$ cat src/rtl/cbl_pkg.sv
// Shared types and constants of the burst-format register loader.
// Assumes: image layout fixed by the format (marker at offset 17, 8-bit word index).
package cbl_pkg;
    localparam int          MARK_OFFSET = 17;
    localparam logic [7:0]  VALID_MARK  = 8'hA5;
    localparam int          IDX_W       = 8;
    localparam int          REG_AW      = IDX_W + 2;
    localparam int          WORD_W      = 32;

    typedef enum logic [2:0] {
        S_IDLE,
        S_MARK,
        S_TOTAL,
        S_HIDX,
        S_HCNT,
        S_DATA,
        S_WGATE,
        S_FIN
    } seq_state_t;
endpackage

$ cat src/rtl/cbl_limit.sv
// Converts the size strap into the highest readable byte address.
// Assumes: BASE_LOG2 + 2**STRAP_W - 1 <= ADDR_W.
module cbl_limit #(
    parameter int ADDR_W    = 16,
    parameter int BASE_LOG2 = 7,
    parameter int STRAP_W   = 2
) (
    input  logic [STRAP_W-1:0] size_strap,
    output logic [ADDR_W-1:0]  ceiling
);
    localparam int NSEL = 1 << STRAP_W;

    logic [ADDR_W-1:0] table_q [NSEL];

    // One constant ceiling per strap value: top address of that size range.
    for (genvar g = 0; g < NSEL; g++) begin : g_ceiling
        assign table_q[g] = ADDR_W'((64'd1 << (BASE_LOG2 + g)) - 64'd1);
    end

    assign ceiling = table_q[size_strap];
endmodule

$ cat src/rtl/cbl_fetch.sv
// Byte fetch channel: holds a memory pointer, issues one request per wanted
// byte and flags an attempt to read past the ceiling instead of reading.
// Assumes: responder returns rd_ack only while rd_req is high.
module cbl_fetch #(
    parameter int ADDR_W = 16
) (
    input  logic              clk,
    input  logic              rst_n,
    input  logic              restart,
    input  logic              want,
    input  logic [ADDR_W-1:0] ceiling,
    output logic              rd_req,
    output logic [ADDR_W-1:0] rd_addr,
    input  logic              rd_ack,
    input  logic [7:0]        rd_data,
    output logic              byte_vld,
    output logic [7:0]        byte_val,
    output logic              past_end
);
    import cbl_pkg::*;

    logic              pending;
    logic [ADDR_W-1:0] ptr;

    assign rd_req   = pending;
    assign rd_addr  = ptr;
    assign byte_vld = pending && rd_ack;
    assign byte_val = rd_data;
    assign past_end = want && !pending && (ptr > ceiling);

    // Pointer and outstanding-request tracking.
    always_ff @(posedge clk) begin
        if (!rst_n) begin
            pending <= 1'b0;
            ptr     <= '0;
        end else if (restart) begin
            pending <= 1'b0;
            ptr     <= ADDR_W'(MARK_OFFSET);
        end else if (pending) begin
            if (rd_ack) begin
                pending <= 1'b0;
                ptr     <= ptr + 1'b1;
            end
        end else if (want && (ptr <= ceiling)) begin
            pending <= 1'b1;
        end
    end
endmodule

$ cat src/rtl/cbl_seq.sv
// Image decoder: walks marker, burst total, headers and data bytes, builds
// words, gates each write on the two busy flags and owns the status outputs.
// Assumes: at most one byte_vld per wanted byte; past_end only while wanting.
module cbl_seq (
    input  logic                       clk,
    input  logic                       rst_n,
    input  logic                       start,
    input  logic                       irq_en,
    input  logic                       byte_vld,
    input  logic [7:0]                 byte_val,
    input  logic                       past_end,
    input  logic                       csr_busy,
    input  logic                       mgmt_busy,
    output logic                       want,
    output logic                       restart,
    output logic                       wr_en,
    output logic [cbl_pkg::REG_AW-1:0] wr_addr,
    output logic [cbl_pkg::WORD_W-1:0] wr_data,
    output logic                       busy,
    output logic                       done,
    output logic                       overflow,
    output logic                       irq
);
    import cbl_pkg::*;

    seq_state_t         st, st_nxt;
    logic [7:0]         bursts_left;
    logic [7:0]         words_left;
    logic [IDX_W-1:0]   word_idx;
    logic [WORD_W-1:0]  word_q;
    logic [1:0]         byte_pos;
    logic               last_burst;
    logic               wr_go;

    assign last_burst = (bursts_left == 8'd1);
    assign wr_go      = (st == S_WGATE) && !csr_busy && !mgmt_busy;
    assign want       = (st == S_MARK) || (st == S_TOTAL) || (st == S_HIDX)
                     || (st == S_HCNT) || (st == S_DATA);
    assign restart    = start && ((st == S_IDLE) || (st == S_FIN));
    assign wr_en      = wr_go;
    assign wr_addr    = {word_idx, 2'b00};
    assign wr_data    = word_q;
    assign busy       = (st != S_IDLE) && (st != S_FIN);
    assign done       = (st == S_FIN);

    // Next-state decode of the image walk.
    always_comb begin
        st_nxt = st;
        case (st)
            S_IDLE, S_FIN: if (start) st_nxt = S_MARK;
            S_MARK:  if (byte_vld) st_nxt = (byte_val == VALID_MARK) ? S_TOTAL : S_FIN;
            S_TOTAL: if (byte_vld) st_nxt = (byte_val == 8'd0) ? S_FIN : S_HIDX;
            S_HIDX:  if (byte_vld) st_nxt = S_HCNT;
            S_HCNT:  if (byte_vld) begin
                         if (byte_val != 8'd0) st_nxt = S_DATA;
                         else                  st_nxt = last_burst ? S_FIN : S_HIDX;
                     end
            S_DATA:  if (byte_vld && (byte_pos == 2'd3)) st_nxt = S_WGATE;
            S_WGATE: if (wr_go) begin
                         if (words_left == 8'd1) st_nxt = last_burst ? S_FIN : S_HIDX;
                         else                    st_nxt = S_DATA;
                     end
            default: st_nxt = S_IDLE;
        endcase
        if (past_end) st_nxt = S_FIN;
    end

    // State, status flags and interrupt pulse.
    always_ff @(posedge clk) begin
        if (!rst_n) begin
            st       <= S_IDLE;
            overflow <= 1'b0;
            irq      <= 1'b0;
        end else begin
            st  <= st_nxt;
            irq <= irq_en && (st_nxt == S_FIN) && (st != S_FIN);
            if (restart)       overflow <= 1'b0;
            else if (past_end) overflow <= 1'b1;
        end
    end

    // Burst counters, word index and word assembly.
    always_ff @(posedge clk) begin
        if (!rst_n) begin
            bursts_left <= '0;
            words_left  <= '0;
            word_idx    <= '0;
            word_q      <= '0;
            byte_pos    <= '0;
        end else begin
            case (st)
                S_TOTAL: if (byte_vld) bursts_left <= byte_val;
                S_HIDX:  if (byte_vld) word_idx <= byte_val;
                S_HCNT:  if (byte_vld) begin
                             words_left <= byte_val;
                             byte_pos   <= 2'd0;
                             if (byte_val == 8'd0) bursts_left <= bursts_left - 1'b1;
                         end
                S_DATA:  if (byte_vld) begin
                             word_q   <= {word_q[WORD_W-9:0], byte_val};
                             byte_pos <= byte_pos + 1'b1;
                         end
                S_WGATE: if (wr_go) begin
                             word_idx   <= word_idx + 1'b1;
                             words_left <= words_left - 1'b1;
                             if (words_left == 8'd1) bursts_left <= bursts_left - 1'b1;
                         end
                default: ;
            endcase
        end
    end
endmodule

$ cat src/rtl/cfg_burst_loader.sv
// Top of the burst-format register loader: strap ceiling, byte fetch channel
// and image decoder. Assumes size_strap is steady while a load runs.
module cfg_burst_loader #(
    parameter int ADDR_W    = 16,
    parameter int BASE_LOG2 = 7,
    parameter int STRAP_W   = 2
) (
    input  logic               clk,
    input  logic               rst_n,
    input  logic               start,
    input  logic [STRAP_W-1:0] size_strap,
    input  logic               irq_en,
    output logic               rd_req,
    output logic [ADDR_W-1:0]  rd_addr,
    input  logic               rd_ack,
    input  logic [7:0]         rd_data,
    input  logic               csr_busy,
    input  logic               mgmt_busy,
    output logic               wr_en,
    output logic [9:0]         wr_addr,
    output logic [31:0]        wr_data,
    output logic               busy,
    output logic               done,
    output logic               overflow,
    output logic               irq
);
    logic [ADDR_W-1:0] ceiling;
    logic              want, restart, byte_vld, past_end;
    logic [7:0]        byte_val;

    cbl_limit #(.ADDR_W(ADDR_W), .BASE_LOG2(BASE_LOG2), .STRAP_W(STRAP_W)) u_limit (
        .size_strap (size_strap),
        .ceiling    (ceiling)
    );

    cbl_fetch #(.ADDR_W(ADDR_W)) u_fetch (
        .clk      (clk),
        .rst_n    (rst_n),
        .restart  (restart),
        .want     (want),
        .ceiling  (ceiling),
        .rd_req   (rd_req),
        .rd_addr  (rd_addr),
        .rd_ack   (rd_ack),
        .rd_data  (rd_data),
        .byte_vld (byte_vld),
        .byte_val (byte_val),
        .past_end (past_end)
    );

    cbl_seq u_seq (
        .clk       (clk),
        .rst_n     (rst_n),
        .start     (start),
        .irq_en    (irq_en),
        .byte_vld  (byte_vld),
        .byte_val  (byte_val),
        .past_end  (past_end),
        .csr_busy  (csr_busy),
        .mgmt_busy (mgmt_busy),
        .want      (want),
        .restart   (restart),
        .wr_en     (wr_en),
        .wr_addr   (wr_addr),
        .wr_data   (wr_data),
        .busy      (busy),
        .done      (done),
        .overflow  (overflow),
        .irq       (irq)
    );
endmodule

$ cat config.mk
export PLATFORM = sky130hd
export DESIGN_NAME = cfg_burst_loader
export DESIGN_NICKNAME = d
export VERILOG_FILES = /design/src/rtl/cbl_pkg.sv /design/src/rtl/cbl_limit.sv /design/src/rtl/cbl_fetch.sv /design/src/rtl/cbl_seq.sv /design/src/rtl/cfg_burst_loader.sv
export SDC_FILE = /design/constraint.sdc
export NUM_CORES = 1
export LEC_CHECK = 0
export ABC_AREA = 1
export ABC_CLOCK_PERIOD_IN_PS = 2300
export BUFFER_PORTS_ARGS = -buffer_cell sky130_fd_sc_hd__buf_2
export CAP_MARGIN = 40
export CELL_PAD_IN_SITES_DETAIL_PLACEMENT = 0
export CELL_PAD_IN_SITES_GLOBAL_PLACEMENT = 1
export CORE_MARGIN = 2
export CORE_UTILIZATION = 39
export CTS_CLUSTER_DIAMETER = 30
export DETAILED_ROUTE_END_ITERATION = 8
export GPL_TIMING_DRIVEN = 0
export HOLD_SLACK_MARGIN = 0.03
export PLACE_DENSITY_LB_ADDON = 0.25
export REMOVE_ABC_BUFFERS = 1
export SLEW_MARGIN = 20
export SYNTH_ARGS = -nofsm -noshare
export SYNTH_HDL_FRONTEND = slang
export SYNTH_SLANG_ARGS = --single-unit
export TNS_END_PERCENT = 10
$ cat constraint.sdc
create_clock -name clk -period 2.3 [get_ports clk]
set_clock_uncertainty 0.15 [all_clocks]
set_input_delay 0.46 -clock clk [delete_from_list [all_inputs] [get_ports clk]]
set_output_delay 0.46 -clock clk [all_outputs]
set_load 0.05 [all_outputs]
==> reports/metrics.cfg, run 1 <==
[layout]
final_core_util_pct = 47.4
nets = 707
final_cell_mix = 125 x nor2_1, 93 x nand2_1, 77 x buf_2, 77 x dfxtp_1, 54 x o21ai_0
drive_gt1_share_pct = 20.6
layout_commonest_cell = nor2_1
design_area_mm2 = 0.00493
num_antenna_cells = 0
area_growth_pct = 17.0
final_cells = 821

[power_and_ir_drop]
comb_power_share_pct = 13.7
vdd_drop_max_mv = 0.253
seqPwrFrac_pct = 48.7
power.internal_mw = 2.09
sw_frac_of_total_pct = 30.2
clkPwrFrac_pct = 37.5
switching_power_mw = 0.903
power_density_mw_per_mm2 = 606
p_leak_nw = 2.36

[timing]
rsz0062_at_grt = no
slew_headroom_pct = 63.0
setup_slack_ns = 0.131
fin_crit_sh_pct = 94.3
worst_pin_slew_ns = 0.550
setup_viol = 0
hold_violations = 0
clock.fmax_ghz = 0.461
fin_setup_tns_ns = 0
maxSlewViolCount = 0
fin_crit_ns = 2.17

[floorplanning]
rows = 37
coreArea_mm2 = 0.0104
dieArea_mm2 = 0.0117
io_pins = 81
dieWidth_um = 108
die_h_um = 108
floorplan.initialDensity_pct = 40.5

[placement]
hpwl_um = 7810
placed_cells = 799
placed_cell_area_mm2 = 0.00466
numPortBuffers = 78
dpl_worst_slack_ns = -0.871
gp_congestion = 0.814

[routing]
drc = 0
first_pass_iters = 4
wl_um = 11200
drtIter0Drc = 198
vias = 4095
routed_via_density = 4.99
ant_nets = 0
wl_per_cell_um = 13.6

[clock_network]
htree_num_levels = 3
cts_buffers = 9
cts.sinks = 80
clkLatencyLatePin_ns = 0.36
cts_max_path_buffers = 2
clkSlewWorstSetupHoldPaths_ns = 0.09
ctsRootBufferMaster = clkbuf_8
cts_tree = yes

[critical_path]
required_ns = 1.69
reg2regPathDepth = 7
path_buf_inv = 2
r2r_end = u_seq.bursts_left[2]
cp-start-kind = register
slowest_stage = dfxtp_2
crit_chain = inv_4 > nand3_4 > nor2_4 > buf_4
rr_startpoint = u_seq.st[0]
cp_slowest_stage_delay_ns = 0.41
endpoint_kind = primary output
cp_top_family = flip-flops
path_class = register to primary output
arrival_ns = 1.56
critPathMaxFanout = 13
r2r_slack_ns = 0.23

[yosys]
synth_area_mm2 = 0.00422
yosys_warnings = 0
ys_types = 45
synthFlopType = dfxtp_1
synth_edf_count = 0
synthCells = 609
syn_avg_cell_area_um2 = 6.92
ys_async_sr_fraction_pct = 0
ys_ff_latch = 80
yosysSeqAreaShare_pct = 38.0

[outcome]
status = completed

[grt]
grt_pass1_wl_um = 18500
grt_overflow_total = 0
grt_max_degree = 45
track_usage_pct = 19.8
antenna_found_initial = 0
grt_pass1_vias = 3858

[worst_hold_path]
hold_path.class = input port to register
min_path_cells = 3
hold_end = u_seq.wr_data[6]
min_from = rd_data[6]

[run]
cap_violations = 0

[layout make-up]
cell class                      count  area [um^2]
Inverter                           58          226
Tap cell                          136          170
Fill cell                        1104         5480
Clock inverter                      6         75.1
Multi-Input combinational cell    448         2280
Clock buffer                       10          138
Timing Repair Buffer               83          443
Sequential cell                    80         1610
[worst max-delay path by stage]
stage	start	to	slack, ns	depth (start not counted)
6_report	u_seq.st[0]	wr_en	0.13	4
5_1_grt	u_fetch.rd_req	u_fetch.rd_addr[11]	0.02	8
4_1_cts	u_seq.st[1]	busy	0.02	6
3_5_place_dp	rd_ack	u_seq.wr_data[29]	-0.87	8
3_3_place_gp	rd_ack	u_seq.wr_data[29]	-1.34	8
2_1_floorplan	u_fetch.rd_req	u_seq.wr_data[0]	-0.60	7
[power by group through the flow]
| stage | clock network [mW] | registers, mW | logic, mW |
|---|---|---|---|
| final | 1.12 | 1.46 | 0.411 |
| after global routing | 1.21 | 1.46 | 0.462 |
| after CTS | 1.15 | 1.46 | 0.409 |
| after detailed placement | 0 | 1.49 | 0.401 |
| after global placement | 0 | 1.49 | 0.394 |
| after floorplan | 0 | 1.52 | 0.251 |
[through the flow]
step	total power, mW	hold WS (ns)
floorplan	1.77	0.303
global placement	1.88	0.289
detailed placement	1.89	0.305
CTS	3.02	0.220
global route	3.13	0.233
finish	2.99	0.237
[state kept, by name, indices dropped and copies added, names as in the netlist]
name               flops
u_seq.wr_data         32
u_seq.bursts_left      8
u_fetch.rd_addr       16
u_seq.overflow         1
u_seq.st               3
u_seq.irq              1
u_fetch.rd_req         1
u_seq.byte_pos         2
u_seq.word_idx         8
u_seq.words_left       8
[kinds of logic after synthesis]
logic type      Yosys count  share of synthesized area (%)
simple gates            292                           30.6
compound gates          129                           17.0
buf+inv                  84                           8.72
flops                    80                           38.0
xor+xnor                 13                           2.70
fa+ha+maj                10                           2.97
other cells               1                         0.0889
[metal layers]
metal / share of wire, % / track usage (%)
met4: 1.3 / 6.68
met5: 0 / 0
met3: 5.7 / 3.74
met2: 43 / 30.1
met1: 50 / 28.2
[worst min-delay path: stages]
cell,delay (ns)
buf_2,0.14
inv_1,0.06
a21oi_1,0.05
[Yosys cell counts, types with 2 or more instances]
cell type | count | area share (%)
nor3_1 | 8 | 0.95
nor2_2 | 2 | 0.30
inv_1 | 50 | 4.5
nand2_1 | 94 | 8.4
a21oi_2 | 4 | 0.83
a21oi_1 | 38 | 4.5
a31oi_1 | 9 | 1.3
nor2_1 | 125 | 11
dfxtp_1 | 80 | 38
buf_2 | 8 | 0.95
o211ai_1 | 2 | 0.36
xnor2_1 | 3 | 0.62
nand2_2 | 4 | 0.59
o21ai_2 | 2 | 0.42
nor3b_1 | 2 | 0.36
inv_2 | 6 | 0.53
nand3_1 | 32 | 3.8
ha_1 | 10 | 3.0
o31ai_1 | 2 | 0.36
nor2_4 | 2 | 0.53
inv_4 | 2 | 0.30
buf_4 | 8 | 1.4
clkbuf_1 | 8 | 0.71
o21ai_0 | 54 | 6.4
nand4_1 | 9 | 1.3
o21ai_1 | 12 | 1.4
or2_2 | 6 | 0.89
xor2_1 | 10 | 2.1
[repair_timing]
action | CTS | global route
gates resized for setup | 5 | 2
cloned | 1 | 1
hold buffers | 0 | 0
pin swaps | 1 | 1
setup endpoints to repair | 37 | 29
buffers inserted | 1 | 3
(Power assumes the default switching activity.)
==> run 2: changes to the inputs <==
--- a/config.mk
+++ b/config.mk
@@ -17,7 +17,7 @@
 export DETAILED_ROUTE_END_ITERATION = 8
 export GPL_TIMING_DRIVEN = 0
 export HOLD_SLACK_MARGIN = 0.03
-export PLACE_DENSITY_LB_ADDON = 0.25
+export PLACE_DENSITY_LB_ADDON = 0.1
 export REMOVE_ABC_BUFFERS = 1
 export SLEW_MARGIN = 20
 export SYNTH_ARGS = -nofsm -noshare
==> run 2 against run 1 <==
Die area is the same. Worst hold slack gained 0.017 ns. Power is 0.90% higher. Design area grew 0.89%. Largest power group unchanged.
==> reports/metrics.cfg, run 2 (synthesized netlist as in run 1, its figures left out) <==
[outcome]
status = completed

[critical_path]
crit_chain = inv_2 > nor2_8 > inv_4 > nand2_1 > buf_2
cp-start-kind = register
path_class = register to primary output
slowest_stage = dfxtp_2
arrival_ns = 1.56  ; about the same
endpoint_kind = primary output
required_ns = 1.69  ; about the same
cp_slowest_stage_delay_ns = 0.42  ; about the same
critPathMaxFanout = 13  ; unchanged

[routing]
drtIter0Drc = 190  ; -4.0%
wl_um = 11500  ; +2.9%
drc = 0  ; unchanged
vias = 4132  ; +0.90%
routed_via_density = 5.01  ; +0.54%
ant_nets = 0  ; unchanged
wl_per_cell_um = 14.0  ; +2.5%
first_pass_iters = 4  ; unchanged

[layout]
area_growth_pct = 18.0
final_cell_mix = 125 x nor2_1, 93 x nand2_1, 77 x buf_2, 77 x dfxtp_1, 54 x o21ai_0
design_area_mm2 = 0.00498  ; +0.89%
nets = 710  ; +0.42%
largest_reg_flops = 32  ; unchanged
num_antenna_cells = 0  ; unchanged
drive_gt1_share_pct = 20.9  ; +0.35 points
layout_commonest_cell = nor2_1

[power_and_ir_drop]
comb_power_share_pct = 14.3  ; +0.6 points
sw_frac_of_total_pct = 29.8  ; -0.37 points
p_leak_nw = 2.38  ; +0.75%
seqPwrFrac_pct = 48.3  ; -0.4 points
switching_power_mw = 0.900  ; -0.34%
power_mw = 3.01  ; +0.90%
power.internal_mw = 2.12  ; +1.4%
power_density_mw_per_mm2 = 606  ; about the same
clkPwrFrac_pct = 37.5  ; about the same
vdd_drop_max_mv = 0.275  ; +9.0%

[placement]
numPortBuffers = 78  ; unchanged
gp_congestion = 0.845  ; +3.8%
placed_cell_area_mm2 = 0.00466  ; unchanged
hpwl_um = 7820  ; +0.22%

[timing]
slew_headroom_pct = 66.4  ; +3.4 points
whs_ns = 0.254  ; +0.0175 ns
fin_crit_sh_pct = 94.3  ; about the same
rsz0062_at_grt = no
hold_violations = 0  ; unchanged
maxSlewViolCount = 0  ; unchanged
setup_viol = 0  ; unchanged
fin_setup_tns_ns = 0  ; unchanged
clock.fmax_ghz = 0.461  ; about the same
worst_pin_slew_ns = 0.500  ; -0.0500 ns
fin_crit_ns = 2.17  ; -0.00102 ns

[grt]
grt_max_degree = 40  ; -11%
grt_pass1_wl_um = 19200  ; +3.8%
grt_pass1_vias = 3908  ; +1.3%
track_usage_pct = 20.8  ; +0.95 points
antenna_found_initial = 0  ; unchanged
grt_overflow_total = 0  ; unchanged

[floorplanning]
coreArea_mm2 = 0.0104  ; unchanged
dieArea_mm2 = 0.0117  ; unchanged
rows = 37  ; unchanged
dieWidth_um = 108  ; unchanged
die_h_um = 108  ; unchanged
io_pins = 81  ; unchanged
floorplan.initialDensity_pct = 40.5  ; unchanged

[clock_network]
clkLatencyLatePin_ns = 0.35  ; about the same
cts_tree = yes
ctsRootBufferMaster = clkbuf_8
htree_num_levels = 3  ; unchanged
clkSlewWorstSetupHoldPaths_ns = 0.09  ; about the same
ctsHoldBuffers = 0  ; unchanged
cts.sinks = 80  ; unchanged
cts_buffers = 9  ; unchanged
cts_max_path_buffers = 2  ; unchanged

[run]
cap_violations = 0  ; unchanged

[worst_hold_path]
hold_path.class = input port to register

## run 2: cell count changes in the layout (fill, tap and decap cells not counted), sizes merged
cell,change
buf,+3
clkbuf,+1
clkinvlp,+1
clkinv,-2
## run 2: final timing paths
check | from | to | slack, ns | cells after the start
worst max register to register | u_fetch.rd_req | u_seq.byte_pos[0] | 0.19 | 7
worst max-delay path | u_seq.st[2] | busy | 0.13 | 5
worst min-delay path | rd_data[3] | u_seq.wr_data[3] | 0.25 | 3
worst min register to register | u_seq.overflow | u_seq.overflow | 0.31 | 2
## run 2: what timing repair did
action | CTS | global route
endpoints found under the setup margin | 37 | 35
pin swaps | 1 | 1
gates resized for setup | 7 | 2
buffers inserted | 2 | 5
cloned | 2 | 0
## run 2: per-stage QoR
step / util (%) / worst slack (ns) / cells
floorplan: - / -0.600 / 584
global placement: 44.5 / -1.46 / 798
detailed placement: 44.7 / -0.938 / 799
CTS: 47.2 / -0.00994 / 819
global route: 47.8 / 0.0382 / 824
finish: 47.8 / 0.132 / 824
## run 2: power groups by stage
stage	Combinational (mW)	Clock, mW	Sequential [mW]
5_1_grt	0.481	1.20	1.46
6_report	0.430	1.13	1.46
3_5_place_dp	0.406	0	1.49
4_1_cts	0.421	1.16	1.46
3_3_place_gp	0.400	0	1.49
2_1_floorplan	0.251	0	1.52
## run 2: worst max-delay path, delay by kind of cell, from the launching register on
family / cells / cell delay (ns)
buf+inv: 3 / 0.50
flops: 1 / 0.42
simple gates: 2 / 0.29
## run 2: layout make-up
class | instances | area (um^2)
timing repair buffer | 86 | 478
fill | 1128 | 5440
multi-input combinational | 448 | 2280
sequential | 80 | 1610
inverter | 58 | 229
clock inverter | 5 | 62.6
clock buffer | 11 | 151
tap | 136 | 170
## run 2: per-layer routing
layer	vias to the layer above	share of wire, %	track usage (%)	wire length [um]
li1	2137	-	-	-
met1	1901	49	28.2	5700
met2	75	45	32.8	5200
met3	19	3.2	3.19	372
met4	0	2.1	8.79	242
met5	-	0	0	0
